**config.mk**
```make
export PLATFORM = sky130hd
export DESIGN_NAME = pbs_sram_ctl
export DESIGN_NICKNAME = d
export VERILOG_FILES = /design/src/rtl/pbs_pkg.sv /design/src/rtl/pbs_burst_ctr.sv /design/src/rtl/pbs_mem_array.sv /design/src/rtl/pbs_out_stage.sv /design/src/rtl/pbs_sram_ctl.sv
export SDC_FILE = /design/constraint.sdc
export NUM_CORES = 1
export LEC_CHECK = 0
export ABC_AREA = 1
export ABC_CLOCK_PERIOD_IN_PS = 2700
export BUFFER_PORTS_ARGS = -buffer_cell sky130_fd_sc_hd__buf_2
export CORE_MARGIN = 2
export CORE_UTILIZATION = 35
export DETAILED_ROUTE_END_ITERATION = 6
export PLACE_DENSITY = 0.51
export SLEW_MARGIN = 10
export SYNTH_ARGS = -nofsm -noshare
export SYNTH_HDL_FRONTEND = slang
export SYNTH_SLANG_ARGS = --single-unit
export TNS_END_PERCENT = 20
```
**constraint.sdc**
```tcl
create_clock -name clk -period 2.7 [get_ports clk]
set_clock_uncertainty 0.1 [all_clocks]
set_input_delay 0.405 -clock clk [delete_from_list [all_inputs] [get_ports clk]]
set_output_delay 0.405 -clock clk [all_outputs]
set_load 0.03 [all_outputs]
```
**src/rtl/pbs_pkg.sv**
```systemverilog
`timescale 1ns/1ps
package pbs_pkg;
  localparam int LO_W = 2;
  typedef logic [LO_W-1:0] lo_t;

  // Low address bits for burst position cnt from start, in the chosen order.
  function automatic lo_t burst_lo(lo_t start, lo_t cnt, logic ilv);
    return ilv ? (start ^ cnt) : lo_t'(start + cnt);
  endfunction
endpackage

```
**src/rtl/pbs_burst_ctr.sv**
```systemverilog
`timescale 1ns/1ps
module pbs_burst_ctr
  import pbs_pkg::*;
(
  input  logic clk,
  input  logic rst_n,
  input  logic load,
  input  logic step,
  input  logic ilv,
  input  lo_t  start_in,
  output lo_t  cur_lo,
  output lo_t  nxt_lo
);
  lo_t start_q, start_d;
  lo_t cnt_q, cnt_d;

  always_comb begin
    start_d = start_q;
    cnt_d   = cnt_q;
    if (load) begin
      start_d = start_in;
      cnt_d   = '0;
    end else if (step) begin
      cnt_d = lo_t'(cnt_q + 2'd1);
    end
  end

  always_ff @(posedge clk or negedge rst_n) begin
    if (!rst_n) begin
      start_q <= '0;
      cnt_q   <= '0;
    end else if (load || step) begin
      start_q <= start_d;
      cnt_q   <= cnt_d;
    end
  end

  assign cur_lo = burst_lo(start_q, cnt_q, ilv);
  assign nxt_lo = burst_lo(start_q, lo_t'(cnt_q + 2'd1), ilv);

  // a linear step moves the low bits forward by one, wrapping.
  assert_lin_step_R3: assert property (@(posedge clk) disable iff (!rst_n)
    (step && !load && !ilv) |=> (ilv || cur_lo == lo_t'($past(cur_lo) + 2'd1)));
endmodule

```
**src/rtl/pbs_mem_array.sv**
```systemverilog
`timescale 1ns/1ps
module pbs_mem_array #(
  parameter int AW = 4,
  parameter int NB = 4,
  parameter int LW = 8
) (
  input  logic              clk,
  input  logic              we,
  input  logic [NB-1:0]     lane_en,
  input  logic [AW-1:0]     addr,
  input  logic [NB*LW-1:0]  wdata,
  output logic [NB*LW-1:0]  rdata
);
  localparam int DEPTH = 1 << AW;

  for (genvar g = 0; g < NB; g++) begin : g_lane
    logic [LW-1:0] lane_mem [DEPTH];
    always_ff @(posedge clk) begin
      if (we && lane_en[g]) lane_mem[addr] <= wdata[g*LW +: LW];
    end
    assign rdata[g*LW +: LW] = lane_mem[addr];
  end
endmodule

```
**src/rtl/pbs_out_stage.sv**
```systemverilog
`timescale 1ns/1ps
module pbs_out_stage #(
  parameter int DW = 32
) (
  input  logic          clk,
  input  logic          rst_n,
  input  logic          rd_issue,
  input  logic          wr_issue,
  input  logic          sleep_req,
  input  logic          out_en_n,
  input  logic [DW-1:0] rd_word,
  output logic          asleep,
  output logic [DW-1:0] dout,
  output logic          dout_en
);
  logic          rd_v_q;
  logic          drive_q, drive_d;
  logic [DW-1:0] rdata_q, dout_q;
  logic [1:0]    slp_q;

  // Drive only one cycle behind a read; a write or sleep cancels it.
  always_comb drive_d = rd_v_q && !wr_issue && !slp_q[1];

  always_ff @(posedge clk or negedge rst_n) begin
    if (!rst_n) begin
      rd_v_q  <= 1'b0;
      drive_q <= 1'b0;
      slp_q   <= '0;
    end else begin
      rd_v_q  <= rd_issue;
      drive_q <= drive_d;
      slp_q   <= {slp_q[0], sleep_req};
    end
  end

  always_ff @(posedge clk or negedge rst_n) begin
    if (!rst_n)        rdata_q <= '0;
    else if (rd_issue) rdata_q <= rd_word;
  end

  always_ff @(posedge clk or negedge rst_n) begin
    if (!rst_n)      dout_q <= '0;
    else if (rd_v_q) dout_q <= rdata_q;
  end

  assign asleep  = slp_q[1];
  assign dout    = dout_q;
  assign dout_en = drive_q && !out_en_n;

  // once reads stop, the bus is released after one more edge.
  assert_desel_tail_R10: assert property (@(posedge clk) disable iff (!rst_n)
    !rd_v_q |=> !drive_q);
  // a taken write leaves the bus undriven in the following cycle.
  assert_wr_off_R11: assert property (@(posedge clk) disable iff (!rst_n)
    wr_issue |=> !dout_en);
endmodule

```
**src/rtl/pbs_sram_ctl.sv**
```systemverilog
`timescale 1ns/1ps
module pbs_sram_ctl
  import pbs_pkg::*;
#(
  parameter int AW = 4,
  parameter int NB = 4,
  parameter int LW = 8
) (
  input  logic              clk,
  input  logic              rst_n,
  input  logic              cpu_strb_n,
  input  logic              ctl_strb_n,
  input  logic              step_n,
  input  logic              sel1_n,
  input  logic              sel2,
  input  logic              sel3_n,
  input  logic              all_wr_n,
  input  logic              byte_wr_n,
  input  logic [NB-1:0]     byte_sel_n,
  input  logic [AW-1:0]     addr,
  input  logic [NB*LW-1:0]  din,
  input  logic              out_en_n,
  input  logic              order_ilv,
  input  logic              sleep_req,
  output logic [NB*LW-1:0]  dout,
  output logic              dout_en
);
  localparam int DW = NB * LW;
  localparam int HW = AW - LO_W;

  logic          asleep, awake;
  logic          chip_ok, p_go, c_go, load, sel_new, desel, cont;
  logic          wr_req, do_wr, do_rd, step;
  logic          active_q, active_d;
  logic [HW-1:0] base_q;
  lo_t           cur_lo, nxt_lo;
  logic [AW-1:0] eff_addr;
  logic [NB-1:0] lane_en;
  logic [DW-1:0] rd_word;

  // Cycle decode
  always_comb begin
    awake   = !asleep;
    chip_ok = !sel1_n && sel2 && !sel3_n;
    p_go    = awake && !cpu_strb_n && !sel1_n;
    c_go    = awake && !ctl_strb_n && !p_go;
    load    = p_go || c_go;
    sel_new = load && chip_ok;
    desel   = load && !chip_ok;
    cont    = awake && !load && active_q;
    lane_en = !all_wr_n ? {NB{1'b1}} : (!byte_wr_n ? ~byte_sel_n : {NB{1'b0}});
    wr_req  = |lane_en;
    do_wr   = (c_go && chip_ok && wr_req) || (cont && wr_req);
    do_rd   = (p_go && chip_ok) || (c_go && chip_ok && !wr_req) || (cont && !wr_req);
    step    = cont && !step_n;
    eff_addr = load ? addr : {base_q, (step ? nxt_lo : cur_lo)};
  end

  always_comb begin
    active_d = active_q;
    if (asleep || desel) active_d = 1'b0;
    else if (sel_new)    active_d = 1'b1;
  end

  always_ff @(posedge clk or negedge rst_n) begin
    if (!rst_n) active_q <= 1'b0;
    else        active_q <= active_d;
  end

  always_ff @(posedge clk or negedge rst_n) begin
    if (!rst_n)       base_q <= '0;
    else if (sel_new) base_q <= addr[AW-1:LO_W];
  end

  pbs_burst_ctr u_ctr (
    .clk      (clk),
    .rst_n    (rst_n),
    .load     (sel_new),
    .step     (step),
    .ilv      (order_ilv),
    .start_in (addr[LO_W-1:0]),
    .cur_lo   (cur_lo),
    .nxt_lo   (nxt_lo)
  );

  pbs_mem_array #(.AW(AW), .NB(NB), .LW(LW)) u_mem (
    .clk     (clk),
    .we      (do_wr),
    .lane_en (lane_en),
    .addr    (eff_addr),
    .wdata   (din),
    .rdata   (rd_word)
  );

  pbs_out_stage #(.DW(DW)) u_out (
    .clk       (clk),
    .rst_n     (rst_n),
    .rd_issue  (do_rd),
    .wr_issue  (do_wr),
    .sleep_req (sleep_req),
    .out_en_n  (out_en_n),
    .rd_word   (rd_word),
    .asleep    (asleep),
    .dout      (dout),
    .dout_en   (dout_en)
  );

  // a selected processor strobe makes addr[1:0] the burst start.
  assert_cap_lo_R1: assert property (@(posedge clk) disable iff (!rst_n)
    (p_go && chip_ok) |=> (cur_lo == $past(addr[LO_W-1:0])));
  // an access leaving the deselected state keeps the bus off for a cycle.
  assert_first_off_R9: assert property (@(posedge clk) disable iff (!rst_n)
    (sel_new && !active_q) |=> !dout_en);
  // while asleep nothing stays selected and the bus is released.
  assert_sleep_idle_R12: assert property (@(posedge clk) disable iff (!rst_n)
    asleep |=> (!dout_en && !active_q));
endmodule

```
==> flow_summary.yaml, run 1 <==
logic_synthesis:
  async_reset_ff_frac: 0.1278
  synth_cell_types: 33
  synthesis.nets: 2449
  synthTopCellsByArea: "edfxtp_1 61%, nand2_1 15%, dfrtp_1 7.5%"
  synth.most_common_cell: "nand2_1"
  synth_cells: 2394
  synthTopCellsByCount: "1034 x nand2_1, 512 x edfxtp_1, 192 x nand4_1, 172 x nor2_1, 82 x inv_1"
  syn_area_um2: 25170
  synth_edf_count: 512
  ys_seq_area_frac: 0.6855
  ys_ff_latch: 587
  synth_top_cell_by_area: "edfxtp_1"
  ys_warn_count: 0
  synth_top_area_share: 0.6109
  syn_area_per_cell_um2: 10.51
  synthFlopType: "edfxtp_1"
critical_path:
  cpMostUsedCell: "nand2_1"
  start_kind: "flop"
  critical_path.max_stage_delay_ns: 0.37
  crit_path_top_delay_cell: "dfrtp_1"
  r2r_cells: 15
  r2r_end: "u_mem.g_lane[1].lane_mem[2][2]$_DFFE_PP_"
  crit_required_ns: 2.86
  critPathCaptureType: "flop"
  reg2reg_from: "u_ctr.cnt_q[0]$_DFFE_PN0N_"
  path_max_fanout: 8
  critical_path.cell_chain: "inv_1 -> ha_1 -> nand2_1 -> nand2_1 -> nand2_1 -> nand2_1 -> nand2_1 -> nand2_1 -> nand2_1 -> o21ai_4 -> a31oi_4 -> buf_6 -> nand2_1 -> buf_4 -> nor2_4"
  r2r_slack_ns: 0.09
  path_class: "reg2reg"
  critPathArrivalTime_ns: 2.77
die:
  rows: 98
  die_area_um2: 74060
  core_um2: 71360
  pin_count: 86
  die_x_um: 272.1
  die_h_um: 272.1
  start_util: 0.3526
global_routing:
  grtUsageTotal: 0.1885
  grt_pass1_wl_mm: 106.0
  grt_pass1_vias: 17057
  antenna_found_initial: 3
  grt-ovfl-total: 0
  grt_max_degree: 101
drt:
  drtAntennaViolNets: 0
  firstDrtPassIters: 6
  vias_per_cell: 5.039
  remaining_drc_errors: 0
  vias: 17842
  drt-initial-drc-count: 1421
  wl_per_cell_um: 20.85
  routed_wl_mm: 73.84
timing:
  drv_slew: 0
  setup_slack_ns: 0.08788
  rsz0062_at_grt: "true"
  hold_ws_ns: 0.05265
  min_period_ns: 2.612
  relSlewSlack: 0.3738
  final.setup.tns_ns: 0
  fin_crit_sh: 0.9675
  finalSetupViolCount: 0
  tightest_slew_ns: 0.9295
  clock.fmax_ghz: 0.3828
  hold_viol: 0
finish:
  area_growth_pct: 22.25
  final_core_util: 0.4311
  seqCellArea_um2: 17250
  diodes: 0
  drive_above_1_share: 0.1787
  fin_cells: 3541
  fin_area_um2: 30770
  nets: 2600
  n_fill_cell: 6815
  multi_input_area_um2: 7493
pwr:
  p_leak_nw: 12.29
  cellPowerDensity_nw_per_um2: 825.9
  ir_drop_v: 0.0004642
  finalPower_mw: 25.41
placed_design:
  routabilityCongestion: 0.8336
  hpwl_mm: 41.69
  place_ws_ns: -0.6710
  placed_cell_area_um2: 27460
  dp_cells: 3403
  port_buffers: 85
hold_path:
  hold_start: "addr[2]"
  worstHoldEndpoint: "base_q[0]$_DFFE_PN0P_"
  hold_path_class: "in2reg"
  hold_depth: 3
clock_network:
  tritoncts: "built"
  cts_num_sinks: 587
  root_buffer: "clkbuf_16"
  clock_path_buffers: 3
  cts_made_buffers: 66
  insertion_delay_ns: 0.61
  htreeDepth: 3
  clk_pin_slew_ns: 0.06
job:
  drv_cap: 0
run_status:
  status: "completed"
## power by group
group          internal (mW)  switching, mW  total (mW)
clock                   5.14           3.54        8.68
combinational           2.12           4.14        6.26
sequential              10.2          0.227        10.5
total                   17.5           7.91        25.4
## cells in the final DEF (no fill, tap or decap), drive strengths merged, types with 39 or more instances in the layout
cell type  synthesis  layout
buf               94     218
clkbuf            59     105
dfrtp             75      75
edfxtp           512     512
inv               84      87
nand2           1039    1039
nand3             39      39
nand4            194     194
nor2             177     177
o21ai             77      77
## repair_timing
action	CTS	global route
gates cloned	3	15
gates resized for setup	106	89
endpoints found under the hold margin	53	0
hold buffers	3	0
buffers inserted	0	3
pin swaps	0	4
setup endpoints to repair	483	404
## state kept, by name, indices dropped and copies added (netlist names)
signal	count
u_ctr.cnt_q	2
u_mem.g_lane.lane_mem	512
u_ctr.start_q	2
u_out.slp_q	2
active_q	1
u_out.rdata_q	32
base_q	2
u_out.dout	32
u_out.rd_v_q	1
u_out.drive_q	1
## critical path, delay by kind of cell (launching register included)
| kind | cells | cell delay [ns] |
|---|---|---|
| AOI/OAI and AO/OA | 2 | 0.36 |
| adders and majority gates | 1 | 0.21 |
| buffers and inverters | 3 | 0.40 |
| DFF | 1 | 0.37 |
| and+or+nand+nor | 9 | 0.82 |
## cells by family (layout without fill, tap and decap cells)
logic type,after synthesis,count (layout),synth area share
xor+xnor,2,2,0.0006962
mux,32,32,0.01432
flops,587,587,0.6855
buf+inv,238,435,0.04052
compound gates,82,82,0.01750
fa+ha+maj,2,2,0.0009942
simple gates,1451,1451,0.2404
## final cells by class
type / instances / area share
timing repair buffer: 236 / 0.07934
clock inverter: 24 / 0.007564
sequential: 587 / 0.5608
clock buffer: 90 / 0.05966
tap: 950 / 0.03864
multi-input combinational: 1569 / 0.2436
inverter: 85 / 0.01045
## worst max path at each step
stage	from	to	slack, ns	cells past startpoint
2_1_floorplan	u_ctr.cnt_q[0]$_DFFE_PN0N_	u_mem.g_lane[2].lane_mem[14][0]$_DFFE_PP_	0.06	9
3_3_place_gp	byte_wr_n	u_mem.g_lane[1].lane_mem[3][1]$_DFFE_PP_	-0.67	9
3_5_place_dp	byte_wr_n	u_mem.g_lane[0].lane_mem[14][2]$_DFFE_PP_	-0.67	9
4_1_cts	u_ctr.cnt_q[0]$_DFFE_PN0N_	u_mem.g_lane[2].lane_mem[4][3]$_DFFE_PP_	-0.13	15
5_1_grt	u_ctr.cnt_q[0]$_DFFE_PN0N_	u_out.rdata_q[19]$_DFFE_PN0P_	-0.03	19
6_report	u_ctr.cnt_q[0]$_DFFE_PN0N_	u_mem.g_lane[1].lane_mem[2][2]$_DFFE_PP_	0.09	15
## layer usage
layer  vias up  global-route usage  routed length (um)
li1       8421                   -                   -
met2       602              0.2987               33920
met5         -                   0                   0
met4         0             0.05625                1529
met1      8716              0.2635               33530
met3       103             0.03588                4855
No activity file was read; power rests on OpenSTA's default activity.
==> inputs of run 2 (changes only) <==
ABC_AREA = not set   (was 1)
==> run 2 against run 1 <==
Effect of this change:
- routed wire length is 17% lower
- power shrank 5.3%
- die area fell by 7.1%
- critical path depth shrank 3
- core utilization rose by 0.45 points
- synthesized cell count shrank 28%
- fmax rose by 0.52%
- global-route usage fell by 1.3 points
- combinational power shrank 22%
==> flow_summary.yaml, run 2 <==
pwr:
  p_int_mw: 17.23
  seq_power_share: 0.442
  cellPowerDensity_nw_per_um2: 839.0
  p_leak_nw: 10.38
  switchingPower_mw: 6.846
  ir_drop_v: 0.0004854
  power_frac_comb: 0.203
  p_sw_frac: 0.2844
  p_clk_frac: 0.355
clock_network:
  tritoncts: "built"
  insertion_delay_ns: 0.63
  clk_pin_slew_ns: 0.06
  cts_num_sinks: 587
  cts_made_buffers: 61
  root_buffer: "clkbuf_16"
  clock_path_buffers: 3
  htreeDepth: 2
critical_path:
  crit_cells: 12
  reg2reg_from: "u_ctr.start_q[0]$_DFFE_PN0P_"
  start_kind: "flop"
  cp_top_family: "compound AO/OA/AOI/OAI gates"
  critical_path.max_stage_delay_ns: 0.41
  r2r_end: "u_out.rdata_q[3]$_DFFE_PN0P_"
  critPathCaptureType: "flop"
  critical_path.cell_chain: "ha_4 -> nand2b_4 -> mux2i_4 -> a221oi_4 -> buf_6 -> buf_12 -> buf_4 -> mux2i_1 -> o22ai_1 -> a31oi_1 -> buf_4 -> a41oi_1"
  critPathArrivalTime_ns: 2.99
  r2r_slack_ns: 0.10
  crit_path_top_delay_cell: "dfrtp_1"
  path_class: "reg2reg"
  startpoint: "u_ctr.start_q[0]$_DFFE_PN0P_"
  worstPathBufferInverterCount: 4
  r2r_cells: 12
  crit_path_end: "u_out.rdata_q[3]$_DFFE_PN0P_"
  path_max_fanout: 8
  cpMostUsedCell: "buf_4"
  crit_required_ns: 3.09
timing:
  finalSetupViolCount: 0
  rsz0062_at_grt: "true"
  drv_slew: 0
  relSlewSlack: 0.5576
  fin_crit_sh: 0.9625
  min_period_ns: 2.599
  tightest_slew_ns: 0.6566
  clock.fmax_ghz: 0.3848
  hold_viol: 0
global_routing:
  grt_max_degree: 55
  antenna_found_initial: 3
  grt_pass1_wl_mm: 91.78
  grtUsageTotal: 0.1755
  grt-ovfl-total: 0
  grt_pass1_vias: 14528
drt:
  dr_wl_met3_mm: 3.134
  drtAntennaViolNets: 0
  wl_per_cell_um: 21.63
  met1_length_mm: 27.98
  top_layer_used: "met4"
  routed_wl_mm: 61.61
  vias_per_cell: 5.113
  drt-initial-drc-count: 1213
  firstDrtPassIters: 5
  wl_met2_mm: 28.92
  remaining_drc_errors: 0
  vias: 14562
logic_synthesis:
  synthFlopType: "edfxtp_1"
  synth_top_cell_by_area: "edfxtp_1"
  async_reset_ff_frac: 0.1278
  ys_seq_area_frac: 0.7390
  synth_cells: 1712
  ys_ff_latch: 587
  synth.most_common_cell: "edfxtp_1"
  synthesis.nets: 1767
  syn_area_um2: 23340
  synth_top_area_share: 0.6586
  synthTopCellsByCount: "512 x edfxtp_1, 398 x nand2_1, 260 x nand3_1, 75 x dfrtp_1, 66 x mux2i_1"
  synth_cell_types: 47
  synthTopCellsByArea: "edfxtp_1 66%, dfrtp_1 8.0%, nand2_1 6.4%"
  syn_area_per_cell_um2: 13.64
  synth_edf_count: 512
  ys_warn_count: 0
finish:
  n_fill_cell: 5897
  drive_above_1_share: 0.2365
  regMostFlops: "u_mem.g_lane.lane_mem"
  fin_area_um2: 28690
  nets: 1986
  final_common_cell: "edfxtp_1"
  final_core_util: 0.4356
  largest_register_ff_count: 512
  area_growth_pct: 22.90
  layout_common_cells: "512 x edfxtp_1, 396 x nand2_1, 259 x nand3_1"
placed_design:
  hpwl_mm: 38.65
  port_buffers: 85
  placed_cell_area_um2: 26170
  routabilityCongestion: 0.8078
hold_path:
  hold_path_class: "in2reg"
run_status:
  status: "completed"
job:
  drv_cap: 0
die:
  die_area_um2: 68780
  rows: 94
  pin_count: 86
  core_um2: 65860
  die_x_um: 262.3
  die_h_um: 262.3
  start_util: 0.3544
## run 2: cell count changes after synthesis, moves of 33 or more
cell,previous run,this run
nand2_1,1034,398
nand3_1,38,260
nand4_1,192,0
nor2_1,172,36
inv_1,82,4
mux2i_1,0,66
nor3_1,0,53
o21ai_1,41,2
a31oi_1,0,33
a41oi_1,0,33
## run 2: power by group through the flow
stage / logic (mW) / clock network [mW] / registers (mW)
2_1_floorplan: 2.40 / 0 / 11.2
3_3_place_gp: 4.62 / 0 / 10.8
3_5_place_dp: 4.66 / 0 / 10.8
4_1_cts: 4.76 / 8.74 / 10.6
5_1_grt: 5.31 / 9.10 / 10.7
6_report: 4.90 / 8.54 / 10.6
## run 2: worst min-delay path by stage
stage / start / end / slack (ns) / cells past startpoint
final: din[12] / u_mem.g_lane[1].lane_mem[4][4]$_DFFE_PP_ / 0.04 / 1
after global routing: din[12] / u_mem.g_lane[1].lane_mem[4][4]$_DFFE_PP_ / 0.02 / 1
after CTS: din[12] / u_mem.g_lane[1].lane_mem[4][4]$_DFFE_PP_ / 0.005 / 1
after detailed placement: u_out.slp_q[0]$_DFF_PN0_ / u_out.slp_q[1]$_DFF_PN0_ / 0.23 / 0
after global placement: u_out.slp_q[0]$_DFF_PN0_ / u_out.slp_q[1]$_DFF_PN0_ / 0.27 / 0
after floorplan: rst_n / active_q$_DFFE_PN0P_ / 0.009 / 0
## run 2: cell families after synthesis
kind of cell / count (synthesis) / synth area share
compound gates: 123 / 0.03762
flops: 587 / 0.7390
simple gates: 781 / 0.1492
mux: 98 / 0.04373
buf+inv: 116 / 0.02664
fa+ha+maj: 2 / 0.001072
xor+xnor: 5 / 0.002787
## run 2: layout make-up
| class | count | area [um^2] | share of cell area |
|---|---|---|---|
| Antenna cell | 1 | 2.502 | 0.00008722 |
| Clock buffer | 84 | 1724 | 0.06009 |
| Clock inverter | 31 | 337.8 | 0.01177 |
| Inverter | 4 | 15.01 | 0.0005233 |
| Multi-Input combinational cell | 1009 | 5874 | 0.2047 |
| Sequential cell | 587 | 17250 | 0.6013 |
| Tap cell | 864 | 1081 | 0.03768 |
| Timing Repair Buffer | 268 | 2404 | 0.08377 |
## run 2: routing by layer
metal  vias up  GRT usage
li1       6778          -
met1      7322     0.2446
met2       365     0.2814
met3        97    0.03079
met4         0    0.05129
met5         -          0
## run 2: worst reg2reg max path: stages, from the launching register on
cell	delay, ns
dfrtp_1	0.41
ha_4	0.28
nand2b_4	0.08
mux2i_4	0.07
a221oi_4	0.38
buf_6	0.22
buf_12	0.16
buf_4	0.12
mux2i_1	0.16
o22ai_1	0.10
a31oi_1	0.14
buf_4	0.15
a41oi_1	0.11
## run 2: metrics by stage
stage          hold slack [ns]  power, mW  setup TNS (ns)  instances  worst slack [ns]
2_1_floorplan         0.009409      13.59          -54.10       1712           -0.1757
3_3_place_gp            0.2695      15.43          -5.150       2715           -0.2022
5_1_grt                0.02128      25.10        -0.09740       2847          -0.02884
3_5_place_dp            0.2347      15.49          -8.813       2715           -0.1709
6_report               0.04094      24.07               0       2848            0.1014
4_1_cts               0.005023      24.15         -0.6558       2839          -0.05241
## run 2: timing repair
item,CTS,global route
endpoints found under the hold margin,28,0
pin swaps,1,7
resized for setup,10,28
buffers inserted,1,5
gates cloned,2,3
endpoints found under the setup margin,70,482
hold buffers,6,0
